==> config.mk <==
export PLATFORM = sky130hd
export DESIGN_NAME = dsadc_host_seq
export DESIGN_NICKNAME = d
export VERILOG_FILES = /design/src/rtl/dsadc_host_seq.sv
export SDC_FILE = /design/constraint.sdc
export NUM_CORES = 1
export LEC_CHECK = 0
export ABC_AREA = 1
export BUFFER_PORTS_ARGS = -buffer_cell sky130_fd_sc_hd__buf_4
export CORE_MARGIN = 5
export CORE_UTILIZATION = 30
export CTS_BUF_LIST = sky130_fd_sc_hd__clkbuf_8
export DETAILED_ROUTE_END_ITERATION = 10
export GPL_ROUTABILITY_DRIVEN = 0
export PLACE_DENSITY = 0.56
export SYNTH_ARGS = -nofsm -noshare
export SYNTH_HDL_FRONTEND = slang
export SYNTH_SLANG_ARGS = --single-unit
==> constraint.sdc <==
create_clock -name clk -period 2.9 [get_ports clk]
set_clock_uncertainty 0.05 [all_clocks]
set_input_delay 0.145 -clock clk [delete_from_list [all_inputs] [get_ports clk]]
set_output_delay 0.145 -clock clk [all_outputs]
set_load 0.05 [all_outputs]
==> src/rtl/dsadc_host_seq.sv <==
module dsadc_host_seq #(
  parameter int CLK_DIV = 4,
  parameter int T_PWRUP = 2500,
  parameter int T_RST   = 2900,
  parameter int T_SETUP = 3,
  parameter int T_HOLD  = 3
) (
  input  logic        clk,
  input  logic        rst_n,
  input  logic        run_req,
  input  logic        stop_req,
  input  logic        verify_en,
  input  logic [31:0] cfg_word,
  input  logic        drdy_n,
  input  logic        miso,
  output logic        sclk,
  output logic        mosi,
  output logic        cs_n,
  output logic [15:0] sample,
  output logic        sample_vld,
  output logic        streaming,
  output logic        seq_idle,
  output logic        cfg_err
);
  localparam int TW = $clog2(T_PWRUP + T_RST + T_SETUP + T_HOLD + CLK_DIV + 2);
  localparam int FW = 40;

  typedef enum logic [1:0] {PH_OFF, PH_SETUP, PH_BITS, PH_HOLD} ph_t;
  typedef enum logic [3:0] {S_PWRUP, S_IDLE, S_RST, S_RSTW, S_WREG, S_RREG,
                            S_START, S_STREAM, S_READ, S_PDN} st_t;

  ph_t ph;
  st_t st;
  logic [TW-1:0] tmr, wt;
  logic [FW-1:0] txsh, go_tx;
  logic [31:0]   rxsh;
  logic [5:0]    bitn, go_n;
  logic          go, fdone, stop_pend;
  logic [2:0]    drdy_q;
  logic          drdy_fall;

  assign drdy_fall = drdy_q[2] & ~drdy_q[1];
  assign streaming = (st == S_STREAM) || (st == S_READ);
  assign seq_idle  = (st == S_IDLE);

  // frame engine
  always_ff @(posedge clk or negedge rst_n) begin
    if (!rst_n) begin
      ph <= PH_OFF; tmr <= '0; txsh <= '0; rxsh <= '0; bitn <= '0;
      sclk <= 1'b0; mosi <= 1'b0; cs_n <= 1'b1; fdone <= 1'b0;
    end else begin
      fdone <= 1'b0;
      case (ph)
        PH_OFF: if (go) begin
          txsh <= go_tx; bitn <= go_n; cs_n <= 1'b0; tmr <= '0; ph <= PH_SETUP;
        end
        PH_SETUP: if (tmr == TW'(T_SETUP - 1)) begin
          tmr <= '0; ph <= PH_BITS;
        end else tmr <= tmr + 1'b1;
        PH_BITS: if (tmr == TW'(CLK_DIV - 1)) begin
          tmr  <= '0;
          sclk <= ~sclk;
          if (!sclk) begin
            mosi <= txsh[FW-1];
            txsh <= txsh << 1;
          end else begin
            rxsh <= {rxsh[30:0], miso};
            bitn <= bitn - 1'b1;
            if (bitn == 6'd1) ph <= PH_HOLD;
          end
        end else tmr <= tmr + 1'b1;
        PH_HOLD: if (tmr == TW'(T_HOLD - 1)) begin
          tmr <= '0; cs_n <= 1'b1; mosi <= 1'b0; ph <= PH_OFF; fdone <= 1'b1;
        end else tmr <= tmr + 1'b1;
        default: ph <= PH_OFF;
      endcase
    end
  end

  // command script
  always_ff @(posedge clk or negedge rst_n) begin
    if (!rst_n) begin
      st <= S_PWRUP; wt <= '0; go <= 1'b0; go_tx <= '0; go_n <= '0;
      sample <= '0; sample_vld <= 1'b0; cfg_err <= 1'b0; stop_pend <= 1'b0;
      drdy_q <= 3'b111;
    end else begin
      go <= 1'b0;
      sample_vld <= 1'b0;
      drdy_q <= {drdy_q[1:0], drdy_n};
      case (st)
        S_PWRUP: if (wt == TW'(T_PWRUP - 1)) st <= S_IDLE;
                 else wt <= wt + 1'b1;
        S_IDLE: if (run_req) begin
          go <= 1'b1; go_tx <= {8'h06, 32'h0}; go_n <= 6'd8; st <= S_RST;
        end
        S_RST: if (fdone) begin
          wt <= '0; st <= S_RSTW;
        end
        S_RSTW: if (wt == TW'(T_RST - 1)) begin
          go <= 1'b1; go_tx <= {8'h43, cfg_word}; go_n <= 6'd40; st <= S_WREG;
        end else wt <= wt + 1'b1;
        S_WREG: if (fdone) begin
          go <= 1'b1; go_n <= verify_en ? 6'd40 : 6'd8;
          go_tx <= verify_en ? {8'h23, 32'h0} : {8'h08, 32'h0};
          st <= verify_en ? S_RREG : S_START;
        end
        S_RREG: if (fdone) begin
          if (rxsh != cfg_word) begin
            cfg_err <= 1'b1; st <= S_IDLE;
          end else begin
            go <= 1'b1; go_tx <= {8'h08, 32'h0}; go_n <= 6'd8; st <= S_START;
          end
        end
        S_START: if (fdone) st <= S_STREAM;
        S_STREAM: if (stop_req) begin
          go <= 1'b1; go_tx <= {8'h02, 32'h0}; go_n <= 6'd8; st <= S_PDN;
        end else if (drdy_fall) begin
          go <= 1'b1; go_tx <= '0; go_n <= 6'd16; st <= S_READ;
        end
        S_READ: begin
          if (stop_req) stop_pend <= 1'b1;
          if (fdone) begin
            sample <= rxsh[15:0];
            sample_vld <= 1'b1;
            if (stop_pend || stop_req) begin
              go <= 1'b1; go_tx <= {8'h02, 32'h0}; go_n <= 6'd8;
              stop_pend <= 1'b0; st <= S_PDN;
            end else st <= S_STREAM;
          end
        end
        S_PDN: if (fdone) st <= S_IDLE;
        default: st <= S_IDLE;
      endcase
    end
  end

  p_sclk_low_idle_r1: assert property (@(posedge clk) disable iff (!rst_n)
    cs_n |-> !sclk);
  p_mosi_launch_r1: assert property (@(posedge clk) disable iff (!rst_n)
    !$stable(mosi) |-> ($rose(sclk) || $rose(cs_n)));
  p_quiet_pwrup_r2: assert property (@(posedge clk) disable iff (!rst_n)
    (st == S_PWRUP) |-> cs_n);
  p_err_sticky_r7: assert property (@(posedge clk) disable iff (!rst_n)
    cfg_err |=> cfg_err);
  p_err_to_idle_r7: assert property (@(posedge clk) disable iff (!rst_n)
    $rose(cfg_err) |-> (st == S_IDLE));
  p_vld_single_r9: assert property (@(posedge clk) disable iff (!rst_n)
    sample_vld |=> !sample_vld);
  p_vld_after_frame_r9: assert property (@(posedge clk) disable iff (!rst_n)
    sample_vld |-> cs_n);
  p_no_read_outside_r10: assert property (@(posedge clk) disable iff (!rst_n)
    (go && go_n == 6'd16) |-> $past(st == S_STREAM));
endmodule

Word level (Yosys, flattened, before mapping)
Index checks and enable logic that the tools add are counted.
Word-level totals
  register bits: 183
  input port bits: 39
  output and inout bits: 23
Operators by class
  reductions and logical operators: 22
  add/sub/neg operators: 3
  equal/unequal tests: 39
  bitwise operators: 3
  mux-type cells: 83
Operator list (number)
  two-way mux 40 bit: 12
  case mux 40 bit (6 select lines): 1
  case mux 40 bit (2 select lines): 1
  two-way mux 13 bit: 6
  two-way mux 6 bit: 13
  case mux 13 bit (3 select lines): 2
  two-way mux 4 bit: 12
  case mux 4 bit (10 select lines): 1
  two-way mux 38 bit: 1
  inequality test 2 bit, second input constant: 19
  case mux 6 bit (6 select lines): 1
  inequality test 32 bit: 1
  adder 13 x 1 -> 13 bit, second input constant: 2
  == test 13 x 12 -> 1 bit, second input constant: 2
  == test 13 x 2 -> 1 bit, second input constant: 2
  two-way mux 1 bit: 20
  == test 4 x 3 -> 1 bit, second input constant: 4
  AND reduction 4 bit: 4
  two-way mux 2 bit: 7
  case mux 6 bit (2 select lines): 1
  AND reduction 10 bit: 1
  AND reduction 3 bit: 3
  AND reduction 9 bit: 1
  == test 4 x 2 -> 1 bit, second input constant: 2
  other kinds (23): 31

Longest topological paths before layout
Gate-level depths: netlist of the first run.
  depth in word-level cells: 5
  mapped depth: 13
  mapped depth without buffers: 12

Least setup slack after synthesis of the first run
OpenSTA, ideal clock, no wires.
  path kind: reg2reg
  from: register st[1]
  to: register go_tx[13]
  path buffers: 2
  period minus slack after synthesis: 1870 ps
  stages on the path, launching flop included: 12
  data arrival time: 1755 ps
  setup slack: 1030 ps
  library setup time: 65 ps
  data required time: 2785 ps
  path through: dfrtp_1 nor2_1 nand2_2 nand2_2 nor3_2 nand2_1 nand2_1 nor2_4 buf_6 buf_8 nand3_2 nand2_1
On the way
  word-level cells in the longest chain between the ends: 3
  elaborated cells on any way between the ends: 17
RTL lines
  start: declaration: RTL line 33  | st_t st;
  start signal: assignment: RTL line 105  | st <= verify_en ? S_RREG : S_START;
  == test 4 x 1 -> 1 bit (tied with other cells): RTL line 90  | case (st)
  nonzero test 6 bit (no line) (tied with other cells)
  AND reduction 9 bit (no line)
  end signal: assignment: RTL line 104  | go_tx <= verify_en ? {8'h23, 32'h0} : {8'h08, 32'h0};
  end: declaration: RTL line 35  | logic [FW-1:0] txsh, go_tx;
Several ways; a longest one is shown, not always the timed one.
A chain may end at the register's enable or synchronous reset.

Worst setup path in the final report of the first run
  from: register st[3]
  to: register go_tx[19]
Same word-level chain as after synthesis.

==> flow_summary_export.csv, run 1 <==
group,metric,value,unit
cells_and_area,nFillCells,3200,
route,vias,7498,
clock_tree,cts_root_buf,"clkbuf_8",
clock_tree,cts_tree,"built",
run_status,status,"finished, final reports clean",
die,start_util,0.303,
worst_setup_path,cp.arrival,2.59,ns
place,port-buffer-count,61,
worst_setup_path,worstSetupStartpointType,"flip-flop",
sta,setup_ws,0.658,ns
worst_setup_path,worstPathRequired,3.25,ns
grt,grt_usage,0.128,
cells_and_area,final_common_cell,"nand2_1",
sta,finalSetupViolCount,0,
grt,grt_max_degree,85,
worst_setup_path,path_max_fanout,32,
sta,slew_headroom,0.461,
cells_and_area,num_antenna_cells,0,
route,drc,0,
hold_path,hold_class,"primary input to flip-flop",
sta,rsz0062_at_grt,"no",
sta,final.min_clock_period,2.24,ns
route,vias_per_cell,4.43,
yosys,syn-cell-area,9260,µm²
yosys,syn_inst,1194,
power_and_ir_drop,p_leak,0.00518,µW
cells_and_area,layout_common_cells,"421 x nand2_1, 174 x dfrtp_1, 130 x inv_1, 123 x o21ai_0, 76 x buf_4",
clock_tree,htree_levels,4,
worst_setup_path,cp_top_family,"simple AND/OR/NAND/NOR gates",
die,dieArea,34500,µm²
die,core-area,30500,µm²
cells_and_area,syn_to_final_growth,17.5,%
flow_run,cap_viol_max_count,0,
clock_tree,clkTransAtPathRegs,0.10,ns
clock_tree,cts.sinks,178,
worst_setup_path,slowest_stage,"dfrtp_1",
cells_and_area,drive_above_1_share,0.123,
route,drt_first_pass_iters,5,
clock_tree,ctsHoldBuffers,37,
worst_setup_path,crit_type,"flip-flop to flip-flop",
clock_tree,cts_buffers,17,
clock_tree,cts-resized-gates,0,
worst_setup_path,crit_buf_inv,1,
yosys,synth.top_cell.area_share,0.470,
grt,grt-ovfl-total,0,
sta,clock.fmax,446,MHz
worst_setup_path,cp_cell_sequence,"nor2_2 > nand2_2 > nand2_1 > nor3_2 > nand2_1 > nand2_1 > nor2_4 > buf_4 > nand3b_1 > nand2_1",
clock_tree,clk_path_buf_depth,2,
sta,hold_viol,0,
die,rows,64,
yosys,yosys-top-cells-area,"dfrtp_1 47%, nand2_1 17%, o21ai_0 6.7%",
worst_setup_path,critPathCaptureType,"flip-flop",
route,wire_per_inst,12.7,µm
yosys,yosys.area.top_type,"dfrtp_1",
sta,drv_slew,0,
yosys,synth_cell_types,40,
die,die_h,186,µm
grt,grt_pass1_vias,7178,
sta,tightest_slew,0.808,ns
yosys,synth_nets,1243,
worst_setup_path,crit_top_cell,"nand2_1",
die,io_pins,62,
clock_tree,clock_latency,0.47,ns
worst_setup_path,slowest_delay,0.45,ns
grt,grt_pass1_wl,36100,µm
sta,setup_tns,0,ns
grt,antenna_found_initial,0,
place,place_ws,0.678,ns
cells_and_area,nets,1333,
route,antenna_left,0,
clock_tree,cts_setup_buffers,0,
place,dp_hpwl,15300,µm
route,drt_iter0_drc,537,
yosys,yosysSeqAreaShare,0.482,
yosys,ys_seq_elements,178,
sta,min_period_over_period,0.773,
yosys,syn_area_per_cell,7.75,µm²
power_and_ir_drop,vdd_drop_max,0.210,mV
yosys,ys.warnings.count,0,
route,drt-total-wl,21500,µm
power_and_ir_drop,p_per_area,395,nW/µm²
die,die_x,186,µm
cells_and_area,multi_input_area,4010,µm²
cells_and_area,seqCellArea,4460,µm²
[final cells by class]
type,count,share of cell area
Multi-Input combinational cell,828,0.369
Clock buffer,17,0.0215
Timing Repair Buffer,117,0.0931
Tap cell,396,0.0456
Sequential cell,178,0.410
Clock inverter,15,0.0115
Inverter,142,0.0493
[kinds of logic (layout without fill, tap and decap cells)]
group           after synthesis  in the layout  synth area share
buf+inv                     188            291            0.0850
flops                       178            178             0.482
simple gates                606            606             0.283
compound gates              167            167            0.0945
xor+xnor                     45             45            0.0426
fa+ha+maj                    10             10            0.0135
[stage by stage]
step	utilization	instances	total power, µW	instance area [µm²]	hold slack [ns]
6_report	0.356	1693	4290	10900	0.0498
5_1_grt	0.356	1693	4490	10900	0.0281
4_1_cts	0.356	1693	4370	10900	0.00185
3_5_place_dp	0.332	1624	2690	10100	0.182
3_3_place_gp	0.332	1624	2690	10100	0.182
2_1_floorplan	-	1194	2560	9260	-0.201
[worst register-to-register path, delay by kind of cell (launching register included)]
| family | cells | cell delay [ns] |
|---|---|---|
| simple gates | 9 | 1.29 |
| flops | 1 | 0.45 |
| buf+inv | 1 | 0.39 |
[state kept, by name, summed over array words and instances, names as in the netlist]
register and cells:
go_tx 38, drdy_q 3, txsh 40, cs_n 1, go 1, ph 2
sclk 1, rxsh 32, stop_pend 1, sample_vld 1, mosi 1, fdone 1
st 4, cfg_err 1, tmr 13, sample 16, wt 13, bitn 6
go_n 3
[where the power goes]
part	switching, µW	internal [µW]	total (µW)
registers	0.775	2480	2480
clock network	990	619	1610
logic	107	89.3	196
[cell usage after synthesis (all sizes together)]
library cell and number:
o21bai 1, nand2 428, o2111ai 5, o22ai 2, dfrtp 174, o211ai 3
nand3 46, clkbuf 22, nor3 13, ha 10, buf 24, nand4 5
o31ai 1, nor3b 2, nor2 82, a21oi 3, xnor2 23, dfstp 4
or2 1, xor2 22, inv 142, o21ai 152, nand3b 27, nor4 2
[metal layers]
| metal | global-route usage | vias to the layer above | share of wire |
|---|---|---|---|
| li1 | - | 3905 | - |
| met1 | 0.191 | 3452 | 0.53 |
| met2 | 0.193 | 116 | 0.43 |
| met3 | 0.0205 | 25 | 0.027 |
| met4 | 0.0376 | 0 | 0.017 |
| met5 | 0 | - | 0 |
[final timing paths]
| kind | slack [ns] | cells past startpoint | startpoint | endpoint |
|---|---|---|---|---|
| worst max-delay path | 0.66 | 10 | st[3] | go_tx[19] |
| worst min-delay path | 0.05 | 5 | cfg_word[27] | go_tx[27] |
| worst max register to register | 0.66 | 10 | st[3] | go_tx[19] |
| worst min register to register | 0.31 | 0 | drdy_q[0] | drdy_q[1] |
| max in group asynchronous | 1.76 | 3 | rst_n | go_tx[6] |
| min in group asynchronous | 0.20 | 2 | rst_n | wt[5] |
(Power assumes the default switching activity.)
==> inputs of run 2 (changes only) <==
==> constraint.sdc (replaced) <==
create_clock -name clk -period 2.1 [get_ports clk]
set_clock_uncertainty 0.05 [all_clocks]
set_input_delay 0.105 -clock clk [delete_from_list [all_inputs] [get_ports clk]]
set_output_delay 0.105 -clock clk [all_outputs]
set_load 0.05 [all_outputs]
==> flow_summary_export.csv, run 2 (synthesis results as in run 1) <==
group,metric,value,unit
run_status,status,"finished, final reports clean",
worst_setup_path,cp_top_family,"simple AND/OR/NAND/NOR gates",
worst_setup_path,crit_top_cell,"buf_12",
route,wire_per_inst,12.9,µm
die,die_h,186,µm
power_and_ir_drop,p_total,6150,µW
route,wl_met2,9850,µm
clock_tree,cts_buffers,17,
sta,hold_viol,0,
clock_tree,cts.sinks,178,
place,post-place-cells,1630,
route,vias_per_cell,4.45,
cells_and_area,nets,1346,
sta,slew_headroom,0.547,
cells_and_area,largest_reg_flops,40,
cells_and_area,drive_above_1_share,0.137,
power_and_ir_drop,swShare,0.253,
clock_tree,clkTransAtPathRegs,0.11,ns
clock_tree,clk_path_buf_depth,2,
route,antenna_left,0,
cells_and_area,fin_area,11200,µm²
worst_setup_path,cp_cell_sequence,"inv_1 > nand4_1 > nor3_2 > nand2_1 > nand2_2 > nand2_4 > nor2_4 > buf_12 > buf_12 > nand3_1 > o21ai_0",
route,wl_met1,11100,µm
route,vias,7594,
grt,grt_usage,0.130,
power_and_ir_drop,p_sw,1550,µW
place,port-buffer-count,61,
clock_tree,cts_root_buf,"clkbuf_8",
sta,finalSetupViolCount,0,
sta,rsz0062_at_grt,"yes",
sta,drv_slew,0,
place,dpl_cell_area,10300,µm²
route,dr_wl_met3,692,µm
cells_and_area,top_regs,"txsh: 40 flops, go_tx: 38 flops, rxsh: 32 flops",
die,core-area,30500,µm²
power_and_ir_drop,intPower,4590,µW
sta,clock.fmax,499,MHz
sta,min_period_over_period,0.955,
worst_setup_path,critPathCaptureType,"flip-flop",
worst_setup_path,worstSetupStartpointType,"flip-flop",
power_and_ir_drop,p_per_area,549,nW/µm²
cells_and_area,instances_no_fill,1706,
place,dp_hpwl,15300,µm
clock_tree,htree_levels,4,
grt,antenna_found_initial,0,
power_and_ir_drop,seq_power_share,0.558,
cells_and_area,largest_register,"txsh",
sta,final.min_clock_period,2.01,ns
route,drt_iter0_drc,482,
power_and_ir_drop,clkPwrFrac,0.397,
die,start_util,0.303,
grt,grt_max_degree,84,
power_and_ir_drop,p_leak,0.00533,µW
cells_and_area,syn_to_final_growth,20.9,%
die,dieArea,34500,µm²
grt,grt_pass1_vias,7245,
route,drt-total-wl,22100,µm
grt,grt-ovfl-total,0,
die,io_pins,62,
sta,fin_hold_ws,0.171,ns
grt,grt_pass1_wl,36600,µm
clock_tree,clock_latency,0.47,ns
route,drt_first_pass_iters,5,
route,drc,0,
cells_and_area,layout_common_cells,"417 x nand2_1, 174 x dfrtp_1, 127 x inv_1, 123 x o21ai_0, 78 x buf_4",
cells_and_area,final_common_cell,"nand2_1",
route,top_layer_used,"met4",
power_and_ir_drop,vdd_drop_max,0.382,mV
clock_tree,cts_tree,"built",
sta,tightest_slew,0.679,ns
worst_setup_path,worstPathRequired,2.43,ns
hold_path,hold_class,"primary input to async pin",
worst_setup_path,cp.arrival,2.33,ns
cells_and_area,num_antenna_cells,0,
worst_setup_path,path_max_fanout,27,
die,rows,64,
worst_setup_path,slowest_stage,"dfrtp_1",
flow_run,cap_viol_max_count,0,
worst_setup_path,crit_buf_inv,3,
cells_and_area,final_core_util,0.367,
die,die_x,186,µm
power_and_ir_drop,comb_power_share,0.045,
worst_setup_path,slowest_delay,0.42,ns
worst_setup_path,crit_type,"flip-flop to flip-flop",
-- run 2: cell count changes in the layout (fill, tap and decap cells not counted), moves of 2 or more --
cell | before | now
buf_12 | 3 | 11
nand2_1 | 421 | 417
clkinvlp_4 | 3 | 0
inv_1 | 130 | 127
nand2_2 | 7 | 10
buf_4 | 76 | 78
clkbuf_16 | 0 | 2
clkinv_8 | 0 | 2
-- run 2: timing repair --
action / in CTS / in global routing
hold buffers: 38 / 0
setup endpoints to repair: 0 / 74
endpoints found under the hold margin: 99 / 0
setup buffers: 0 / 4
resized for setup: 0 / 9
-- run 2: final timing paths --
| check | start | end | slack, ns | cells past startpoint |
|---|---|---|---|---|
| max | tmr[6] | txsh[0] | 0.09 | 11 |
| min | rst_n | sample_vld | 0.17 | 2 |
| max reg2reg | tmr[6] | txsh[0] | 0.09 | 11 |
| min reg2reg | drdy_q[0] | drdy_q[1] | 0.31 | 0 |
| max in group asynchronous | rst_n | go_tx[7] | 1.15 | 3 |
| min in group clk | drdy_n | drdy_q[0] | 0.23 | 2 |
-- run 2: final cells by class --
| class | instances | area, µm² |
|---|---|---|
| Multi-Input combinational cell | 828 | 4040 |
| Inverter | 142 | 536 |
| Clock buffer | 18 | 248 |
| Fill cell | 3135 | 19300 |
| Timing Repair Buffer | 130 | 1250 |
| Tap cell | 396 | 495 |
| Clock inverter | 14 | 160 |
| Sequential cell | 178 | 4460 |
-- run 2: worst reg2reg max path, stage by stage (launching register included) --
cell and delay, ns:
dfrtp_1 0.42, inv_1 0.09, nand4_1 0.19, nor3_2 0.25, nand2_1 0.12, nand2_2 0.15, nand2_4 0.07, nor2_4 0.13
buf_12 0.13, buf_12 0.16, nand3_1 0.08, o21ai_0 0.09
-- run 2: layer usage --
metal	track usage	vias to the layer above
li1	-	3942
met1	0.191	3475
met2	0.196	150
met3	0.0229	27
met4	0.0417	0
met5	0	-
-- run 2: power by group through the flow --
stage | clock network (µW) | registers, µW | logic [µW]
2_1_floorplan | 0 | 3500 | 41.4
3_3_place_gp | 0 | 3500 | 229
3_5_place_dp | 0 | 3500 | 230
4_1_cts | 2540 | 3430 | 287
5_1_grt | 2680 | 3430 | 311
6_report | 2440 | 3430 | 278
-- run 2: metrics by stage --
| stage | setup slack (ns) | setup TNS, ns |
|---|---|---|
| after floorplan | 0.230 | 0 |
| after global placement | 0.170 | 0 |
| after detailed placement | 0.164 | 0 |
| after CTS | 0.149 | 0 |
| after global routing | -0.0590 | -0.741 |
| final | 0.0941 | 0 |
